## config.mk

```make
export PLATFORM = sky130hd
export DESIGN_NAME = vco_band_sequencer
export DESIGN_NICKNAME = d
export VERILOG_FILES = /design/src/rtl/vbs_pkg.sv /design/src/rtl/vbs_prescaler.sv /design/src/rtl/vbs_window.sv /design/src/rtl/vbs_sar.sv /design/src/rtl/vco_band_sequencer.sv
export SDC_FILE = /design/constraint.sdc
export NUM_CORES = 1
export LEC_CHECK = 0
export BUFFER_PORTS_ARGS = -buffer_cell sky130_fd_sc_hd__buf_2
export CORE_MARGIN = 10
export CORE_UTILIZATION = 25
export CTS_BUF_LIST = sky130_fd_sc_hd__clkbuf_16
export DETAILED_ROUTE_END_ITERATION = 7
export PLACE_DENSITY = 0.52
export SYNTH_ARGS = -nofsm -noshare
export SYNTH_HDL_FRONTEND = slang
export SYNTH_HIERARCHICAL = 1
export SYNTH_SLANG_ARGS = --single-unit
```

## constraint.sdc

```tcl
create_clock -name clk -period 7.1 [get_ports clk]
set_input_delay 1.42 -clock clk [delete_from_list [all_inputs] [get_ports clk]]
set_output_delay 1.42 -clock clk [all_outputs]
set_load 0.03 [all_outputs]
```

## src/rtl/vbs_pkg.sv

```systemverilog
package vbs_pkg;
  localparam int BAND_W  = 3;                 // eight bands
  localparam int WINDOW  = 5;                 // band-select periods per search
  localparam int STEP_W  = $clog2(WINDOW);
  localparam int SEL_W   = 2;                 // prescale select field
  localparam int PRE_W   = (1 << SEL_W) - 1;  // wide enough for 2^(2^SEL_W-1)-1
  localparam logic [BAND_W-1:0] BAND_MID = {1'b1, {(BAND_W-1){1'b0}}};

  // last ref_tick count (from zero) of one band-select period
  function automatic logic [PRE_W-1:0] tick_limit(input logic [SEL_W-1:0] sel);
    return PRE_W'((1 << sel) - 1);
  endfunction

  // one successive-approximation step: decide the trial bit, set the next trial
  function automatic logic [BAND_W-1:0] sar_next(input logic [BAND_W-1:0] cur,
                                                 input logic [STEP_W-1:0] step,
                                                 input logic up);
    logic [BAND_W-1:0] r;
    r = cur;
    for (int i = 0; i < BAND_W; i++) begin
      if (i == BAND_W - 1 - int'(step)) begin
        if (!up) r[i] = 1'b0;
        if (i > 0) r[i-1] = 1'b1;
      end
    end
    return r;
  endfunction
endpackage

```

## src/rtl/vbs_prescaler.sv

```systemverilog
module vbs_prescaler
  import vbs_pkg::*;
(
  input  logic             clk,
  input  logic             rst_n,
  input  logic             clear,
  input  logic             run,
  input  logic             ref_tick,
  input  logic [SEL_W-1:0] sel,
  output logic             bs_tick,
  output logic [PRE_W-1:0] cnt
);
  logic [PRE_W-1:0] limit;

  assign limit   = tick_limit(sel);
  assign bs_tick = run && !clear && ref_tick && (cnt >= limit);

  always_ff @(posedge clk or negedge rst_n) begin
    if (!rst_n)               cnt <= '0;
    else if (clear || !run)   cnt <= '0;
    else if (bs_tick)         cnt <= '0;
    else if (ref_tick)        cnt <= cnt + 1'b1;
  end
endmodule

```

## src/rtl/vbs_window.sv

```systemverilog
module vbs_window
  import vbs_pkg::*;
(
  input  logic              clk,
  input  logic              rst_n,
  input  logic              trig,
  input  logic              bs_tick,
  output logic              busy,
  output logic [STEP_W-1:0] step
);
  localparam logic [STEP_W-1:0] LAST = STEP_W'(WINDOW - 1);

  always_ff @(posedge clk or negedge rst_n) begin
    if (!rst_n) begin
      busy <= 1'b1;                 // power-up search
      step <= '0;
    end else if (trig) begin
      busy <= 1'b1;
      step <= '0;
    end else if (busy && bs_tick) begin
      if (step == LAST) begin
        busy <= 1'b0;
        step <= '0;
      end else begin
        step <= step + 1'b1;
      end
    end
  end
endmodule

```

## src/rtl/vbs_sar.sv

```systemverilog
module vbs_sar
  import vbs_pkg::*;
(
  input  logic              clk,
  input  logic              rst_n,
  input  logic              trig,
  input  logic              bs_tick,
  input  logic              busy,
  input  logic [STEP_W-1:0] step,
  input  logic              cmp_up,
  output logic [BAND_W-1:0] band
);
  logic resolving;

  assign resolving = busy && bs_tick && (int'(step) < BAND_W);

  always_ff @(posedge clk or negedge rst_n) begin
    if (!rst_n)          band <= BAND_MID;
    else if (trig)       band <= BAND_MID;
    else if (resolving)  band <= sar_next(band, step, cmp_up);
  end
endmodule

```

## src/rtl/vco_band_sequencer.sv

```systemverilog
module vco_band_sequencer
  import vbs_pkg::*;
(
  input  logic             clk,
  input  logic             rst_n,
  input  logic             ref_tick,
  input  logic             fb_latch_wr,
  input  logic [SEL_W-1:0] presc_sel,
  input  logic             cmp_up,
  output logic             busy,
  output logic             tune_sw,
  output logic [BAND_W-1:0] band
);
  logic              bs_tick;
  logic [PRE_W-1:0]  pre_cnt;
  logic [STEP_W-1:0] step;

  vbs_prescaler u_pre (
    .clk(clk), .rst_n(rst_n), .clear(fb_latch_wr), .run(busy),
    .ref_tick(ref_tick), .sel(presc_sel), .bs_tick(bs_tick), .cnt(pre_cnt)
  );

  vbs_window u_win (
    .clk(clk), .rst_n(rst_n), .trig(fb_latch_wr), .bs_tick(bs_tick),
    .busy(busy), .step(step)
  );

  vbs_sar u_sar (
    .clk(clk), .rst_n(rst_n), .trig(fb_latch_wr), .bs_tick(bs_tick),
    .busy(busy), .step(step), .cmp_up(cmp_up), .band(band)
  );

  assign tune_sw = busy;
endmodule

```

==> results of run 1 <==
-- power by group --
group | internal (mW) | leakage, nW | switching (mW) | total (mW)
registers | 0.0593 | 0.131 | 0.00195 | 0.0613
logic | 0.00857 | 0.196 | 0.0111 | 0.0196
clock network | 0.0736 | 0.0385 | 0.0244 | 0.0981
-- flip-flops by register name, summed over array words and instances, names as in the netlist --
name        cells
u_win/step      3
u_sar/band      3
u_win/busy      1
u_pre/cnt       3
-- synthesized netlist by cell type, types with 2 or more instances --
cell type | count | share of area, %
nand2b_2 | 2 | 2.7
nand2_1 | 4 | 2.3
a21oi_1 | 4 | 3.0
inv_1 | 6 | 3.4
nand3_1 | 4 | 3.0
nand2b_1 | 4 | 3.8
dfrtp_1 | 8 | 30
o41ai_1 | 2 | 2.7
ha_1 | 6 | 11
dfstp_2 | 2 | 8.0
o21ai_0 | 2 | 1.5
-- metal layers --
metal  GRT usage, %  vias up
met1           6.79      241
met5              0        -
met4           1.94        0
li1               -      262
met2           8.73       12
met3           2.89        0
-- logic make-up after synthesis --
kind of cell,after synthesis
buffers and inverters,7
and+or+nand+nor,23
DFF,10
adders and majority gates,6
AOI/OAI and AO/OA,18
-- how the worst max path moves through the flow --
| stage | startpoint | to | slack (ns) | cells after the start |
|---|---|---|---|---|
| after CTS | presc_sel[1] | u_sar/band[2] | 3.30 | 9 |
| after global routing | presc_sel[1] | u_sar/band[2] | 3.06 | 9 |
| final | presc_sel[1] | u_sar/band[0] | 3.31 | 9 |
| after detailed placement | presc_sel[1] | u_sar/band[2] | 3.08 | 9 |
| after floorplan | presc_sel[1] | u_sar/band[0] | 3.57 | 8 |
| after global placement | presc_sel[1] | u_sar/band[2] | 3.20 | 9 |
-- tightest hold or removal path, cell delays in order (launching register included) --
cell and delay (ns):
dfstp_2 0.36, o41ai_1 0.05, nand2b_1 0.05
-- cells in the final DEF, fill, tap and decap left out, types with 2 or more instances in the layout --
cell / n
inv_1: 6
nand2b_2: 2
a21oi_1: 4
dfrtp_1: 8
dfstp_2: 2
ha_1: 6
clkbuf_16: 3
nand2b_1: 4
nand2_1: 4
buf_2: 11
nand3_1: 4
o41ai_1: 2
o21ai_0: 2
-- per-stage QoR --
stage / total power [mW] / std cells
final: 0.179 / 108
after global routing: 0.189 / 108
after CTS: 0.181 / 108
after detailed placement: 0.0819 / 104
after global placement: 0.0811 / 104
after floorplan: 0.0746 / 64
-- layout make-up --
class	instances	area, um^2	share of cell area [%]
Multi-Input combinational cell	47	378	45.8
Sequential cell	10	253	30.7
Clock buffer	3	75.1	9.10
Timing Repair Buffer	11	55.1	6.68
Tap cell	30	37.5	4.55
Inverter	6	22.5	2.73
Clock inverter	1	3.75	0.455
==> results.md, run 1 <==
* Status: finished clean
* Critical Path RT at 7.20 ns
* Critical path buffers and inverters at 1
* Peak supply drop at 0.000131 V
* H-tree Lvls at 1
* Maxcap violations at 0
* Critical-path cell list: buf_2, or2_2, ha_1, nand2b_1, a31oi_2, nor3b_1, nand2_1, o41ai_1, a211oi_1
* Clk slew on worst S/H paths at 0.04 ns
* Remaining DRCs at 0
* Reg2reg end: u_sar/band[0]
* Max stage delay cell, worst path: nor3b_1
* Post-Synth Adder-Cell Area at 11.4%
* Worst Slack Setup Final at 3.31 ns
* Die Y at 71.4 um
* Synth Area in XOR/XNOR at 0%
* Final slew viol count at 0
* Detailed placement HPWL at 1050 um
* Synthesized flop and latch total at 10
* Main combinational cell family by area after synthesis: simple AND/OR/NAND/NOR gates
* Initial Util at 26.4%
* Hold buffer count at cts at 0
* GR Util All Layers at 5.74%
* Layout cell share with drive strength beyond 1 at 29.5%
* TritonCTS clock tree: built
* Number of setup buffers added after CTS at 0
* Critical path class: in -> reg
* CP delay by family, top: simple AND/OR/NAND/NOR gates
* Seq/Total Area, Yosys at 38.3%
* Met1 WL at 637 um
* Crit-path max FO at 10
* Num rows at 18
* Achievable Freq at 264 MHz
* Clock latency on the worst-skew pair at 0.23 ns
* Yosys warns at 6
* Slowest stage delay, CP at 1.03 ns
* Launching element type of the critical path: input port
* Die area at 0.00510 mm^2
* PwrDens at 217 mW/mm^2
* Routability cong. at 0.733
* RSZ-0062 raised after global routing: no
* Pin count of the biggest net entering global routing at 14
* Layout fillers at 254
* Syn Inst Count at 64
* Worst EP arrival at 3.89 ns
* Cell leakage power at 0.366 nW
* Setup TNS at 0 ns
* Vias per Instance at 4.77
* Longest Clk Path Bufs at 2
* Final nets at 92
* HP Class: reg -> reg
* Number of buffers created by CTS at 3
* Die Wd at 71.4 um
* Final min period at 3.79 ns
* Fin Hold WS at 0.471 ns
* Ys flop type: dfrtp_1
* Starting DRT DRC Count at 25
* Core area at 0.00250 mm^2
* Antenna-violating nets left at 0
* Number of synthesized flops with an enable pin at 0
* Post-CTS sizing at 0
* Final hold vios at 0
* Vias in the first global route at 580
* Distinct cell type count after synthesis at 31
* Synth Cell Area at 661 um^2
* First-pass GRT wire length at 2470 um
* HP Start: u_sar/band[2]
* Wire per inst at 12.4 um
* Worst r2r src: u_pre/cnt[0]
* Via count at 515
* Initial antenna violation count at 0
* Num ports at 12
* Post-Layout Inst Area at 825 um^2
* Root Driver: clkbuf_16
* Compound-gate portion of the synthesized area at 20.6%
* Top Metal Used: met3
* Worst R2R Path Depth at 8
* Global route total overflow at 0
* Dpl cell area at 746 um^2
* Clock Sinks at 10
* Met2 wire len at 597 um
* Worst slack at placement at 3.08 ns
* Slack of the worst reg-to-reg path at 4.45 ns
* DR WL met3 at 104 um
* Post-layout util at 33.0%
* Final clock skew at 0.000937 ns
* Total routed wirelength at 1340 um
* Mean Syn Cell Area at 10.3 um^2
* Slew HR at 16.6%
* Crit end category: register
* Multiplexer area fraction after synthesis at 0%
* Worst hold endpoint: u_sar/band[2]
* N_diodes at 0
* FFs w/ async S/R, synth at 100%
* Simple-gate area share of the yosys netlist at 25.2%
* Hold depth at 2
* Ratio of final minimum period to clock period at 53.3%
* Synthesized Nets at 77
* Syn-to-layout area delta at 24.8%
* Final setup fails at 0
* DRT Pass-1 Iters at 4
* Worst Max-Slew Pin Slew at 1.25 ns
* Buffers on Ports at 11
No activity file was read; power rests on OpenSTA's default activity.
==> run 2, diff against run 1 <==
--- a/config.mk
+++ b/config.mk
@@ -10,7 +10,7 @@
 export CORE_UTILIZATION = 25
 export CTS_BUF_LIST = sky130_fd_sc_hd__clkbuf_16
 export DETAILED_ROUTE_END_ITERATION = 7
-export PLACE_DENSITY = 0.52
+export PLACE_DENSITY = 0.54
 export SYNTH_ARGS = -nofsm -noshare
 export SYNTH_HDL_FRONTEND = slang
 export SYNTH_HIERARCHICAL = 1
==> constraint.sdc (replaced) <==
create_clock -name clk -period 3.3 [get_ports clk]
set_input_delay 0.66 -clock clk [delete_from_list [all_inputs] [get_ports clk]]
set_output_delay 0.66 -clock clk [all_outputs]
set_load 0.03 [all_outputs]
==> results.md, run 2 (synthesis gave the netlist of run 1 again) <==
* Status: finished clean
* Global route total overflow at 0 (unchanged)
* Met3 global-route usage at 3.99% (+1.1 points)
* Maxcap violations at 0 (unchanged)
* TritonCTS clock tree: built
* Longest Clk Path Bufs at 2 (unchanged)
* Core area at 0.00250 mm^2 (unchanged)
* Hold buffer count at cts at 0 (unchanged)
* Achievable Freq at 430 MHz
* N_diodes at 0 (unchanged)
* Worst slack at placement at 0.714 ns (-2.36 ns)
* Reg2reg end: u_sar/band[0]
* Final nets at 93 (+1.1%)
* Final min period at 2.33 ns
* Final hold vios at 0 (unchanged)
* Post-Layout Inst Area at 832 um^2 (+0.91%)
* Routability cong. at 0.765 (+4.3%)
* Detailed placement HPWL at 1040 um (-0.81%)
* Worst r2r src: u_pre/cnt[0]
* Layout cell share with drive strength beyond 1 at 30.4% (+0.89 points)
* Remaining DRCs at 0 (unchanged)
* Biggest regs: u_pre/cnt: 3 flops, u_sar/band: 3 flops, u_win/step: 3 flops
* Met1 usage at 6.04% (-0.75 points)
* Cell leakage power at 0.371 nW (+1.5%)
* Max stage delay cell, worst path: or2_2
* Most common cell after layout, fill and taps aside: buf_2
* RSZ-0062 raised after global routing: no
* Peak supply drop at 0.000354 V (+170%)
* Number of setup buffers added after CTS at 0 (unchanged)
* Syn-to-layout area delta at 25.9%
* Final setup fails at 0 (unchanged)
* Crit-path max FO at 10 (unchanged)
* Critical-path cell list: buf_2, or2_2, ha_1, nand2b_1, a31oi_2, nor3b_1, buf_4, nand2_1, o41ai_1, a211oi_1
* Launching element type of the critical path: input port
* Final clock skew at 0.00376 ns (+0.00282 ns)
* Root Driver: clkbuf_16
* PwrDens at 466 mW/mm^2 (+110%)
* Worst Max-Slew Pin Slew at 0.293 ns (-0.955 ns)
* Die Y at 71.4 um (unchanged)
* Tot Pwr at 0.388 mW (+120%)
* Crit end category: register
* Worst Slack Setup Final at 0.973 ns (-2.34 ns)
* H-tree Lvls at 1 (unchanged)
* Antenna-violating nets left at 0 (unchanged)
* First-pass GRT wire length at 2390 um (-3.1%)
* Pin count of the biggest net entering global routing at 14 (unchanged)
* Starting DRT DRC Count at 12 (-52%)
* Worst EP arrival at 2.43 ns (-1.46 ns)
* Ratio of final minimum period to clock period at 70.5%
* Die area at 0.00510 mm^2 (unchanged)
* Vias per Instance at 4.83 (+1.2%)
* Buffers on Ports at 11 (unchanged)
* Setup TNS at 0 ns (unchanged)
* DRT Pass-1 Iters at 4 (unchanged)
* HP Class: in -> async
* Number of buffers created by CTS at 3 (unchanged)
* Critical path class: in -> reg
* Most frequent cells in the layout: buf_2, dfrtp_1, inv_1, ha_1
* Worst R2R Path Depth at 9 (+1)
* Busiest metal layer after global routing: met2
* M2 GR Usage at 8.73% (unchanged)
* Final slew viol count at 0 (unchanged)
* Dpl cell area at 753 um^2 (+1.0%)
* Final cell count without fillers at 109 (+0.93%)
* Clk slew on worst S/H paths at 0.04 ns (about the same)
* Post-CTS sizing at 0 (unchanged)
* Clock Sinks at 10 (unchanged)
* Placed insts at 105 (+0.96%)
* Slowest stage delay, CP at 0.29 ns (-0.74 ns)
* Vias in the first global route at 563 (-2.9%)
* Initial Util at 26.4% (unchanged)
* Slack of the worst reg-to-reg path at 1.34 ns (-3.11 ns)
* Initial antenna violation count at 0 (unchanged)
* Critical Path RT at 3.40 ns (-3.80 ns)
* Wire per inst at 12.4 um (+0.49%)
* GR Util All Layers at 5.69% (-0.045 points)
* Via count at 526 (+2.1%)
* Post-layout util at 33.3% (+0.30 points)
* Slew HR at 80.2% (+64 points)
* Num rows at 18 (unchanged)
* Clock latency on the worst-skew pair at 0.24 ns (about the same)
* Die Wd at 71.4 um (unchanged)
* Total routed wirelength at 1360 um (+1.4%)
* Fin Hold WS at 0.283 ns (-0.189 ns)
* Num ports at 12 (unchanged)
==> run 2: changes by cell type in the layout (fill, tap and decap cells not counted), sizes merged <==
cell  delta
buf      +1
==> run 2: worst max-delay path: cells and delay by family <==
kind                       cells  cell delay, ns
adders and majority gates      1            0.27
buffers and inverters          2            0.32
and+or+nand+nor                4            0.68
AOI/OAI and AO/OA              3            0.50
==> run 2: layout make-up <==
class                           count  area, um^2
Fill cell                         254        1670
Tap cell                           30        37.5
Clock inverter                      1        3.75
Sequential cell                    10         253
Multi-Input combinational cell     47         378
Clock buffer                        3        75.1
Timing Repair Buffer               12        62.6
Inverter                            6        22.5
==> run 2: worst max path at each step <==
stage / startpoint / to / slack (ns)
floorplan: presc_sel[1] / u_sar/band[0] / 0.53
global placement: presc_sel[1] / u_sar/band[2] / 0.74
detailed placement: presc_sel[1] / u_sar/band[2] / 0.71
CTS: presc_sel[1] / u_sar/band[2] / 0.95
global route: presc_sel[1] / u_sar/band[0] / 0.77
finish: presc_sel[1] / u_sar/band[0] / 0.97
==> run 2: routing by layer <==
layer / up-vias / wire, um
met3: 2 / 122
met4: 0 / 14
met1: 249 / 618
li1: 264 / -
met5: - / 0
met2: 11 / 602
==> run 2: where the power goes <==
| part | switching, mW | internal [mW] |
|---|---|---|
| combinational | 0.0234 | 0.0192 |
| sequential | 0.00415 | 0.128 |
| clock | 0.0548 | 0.159 |
| total | 0.0823 | 0.305 |
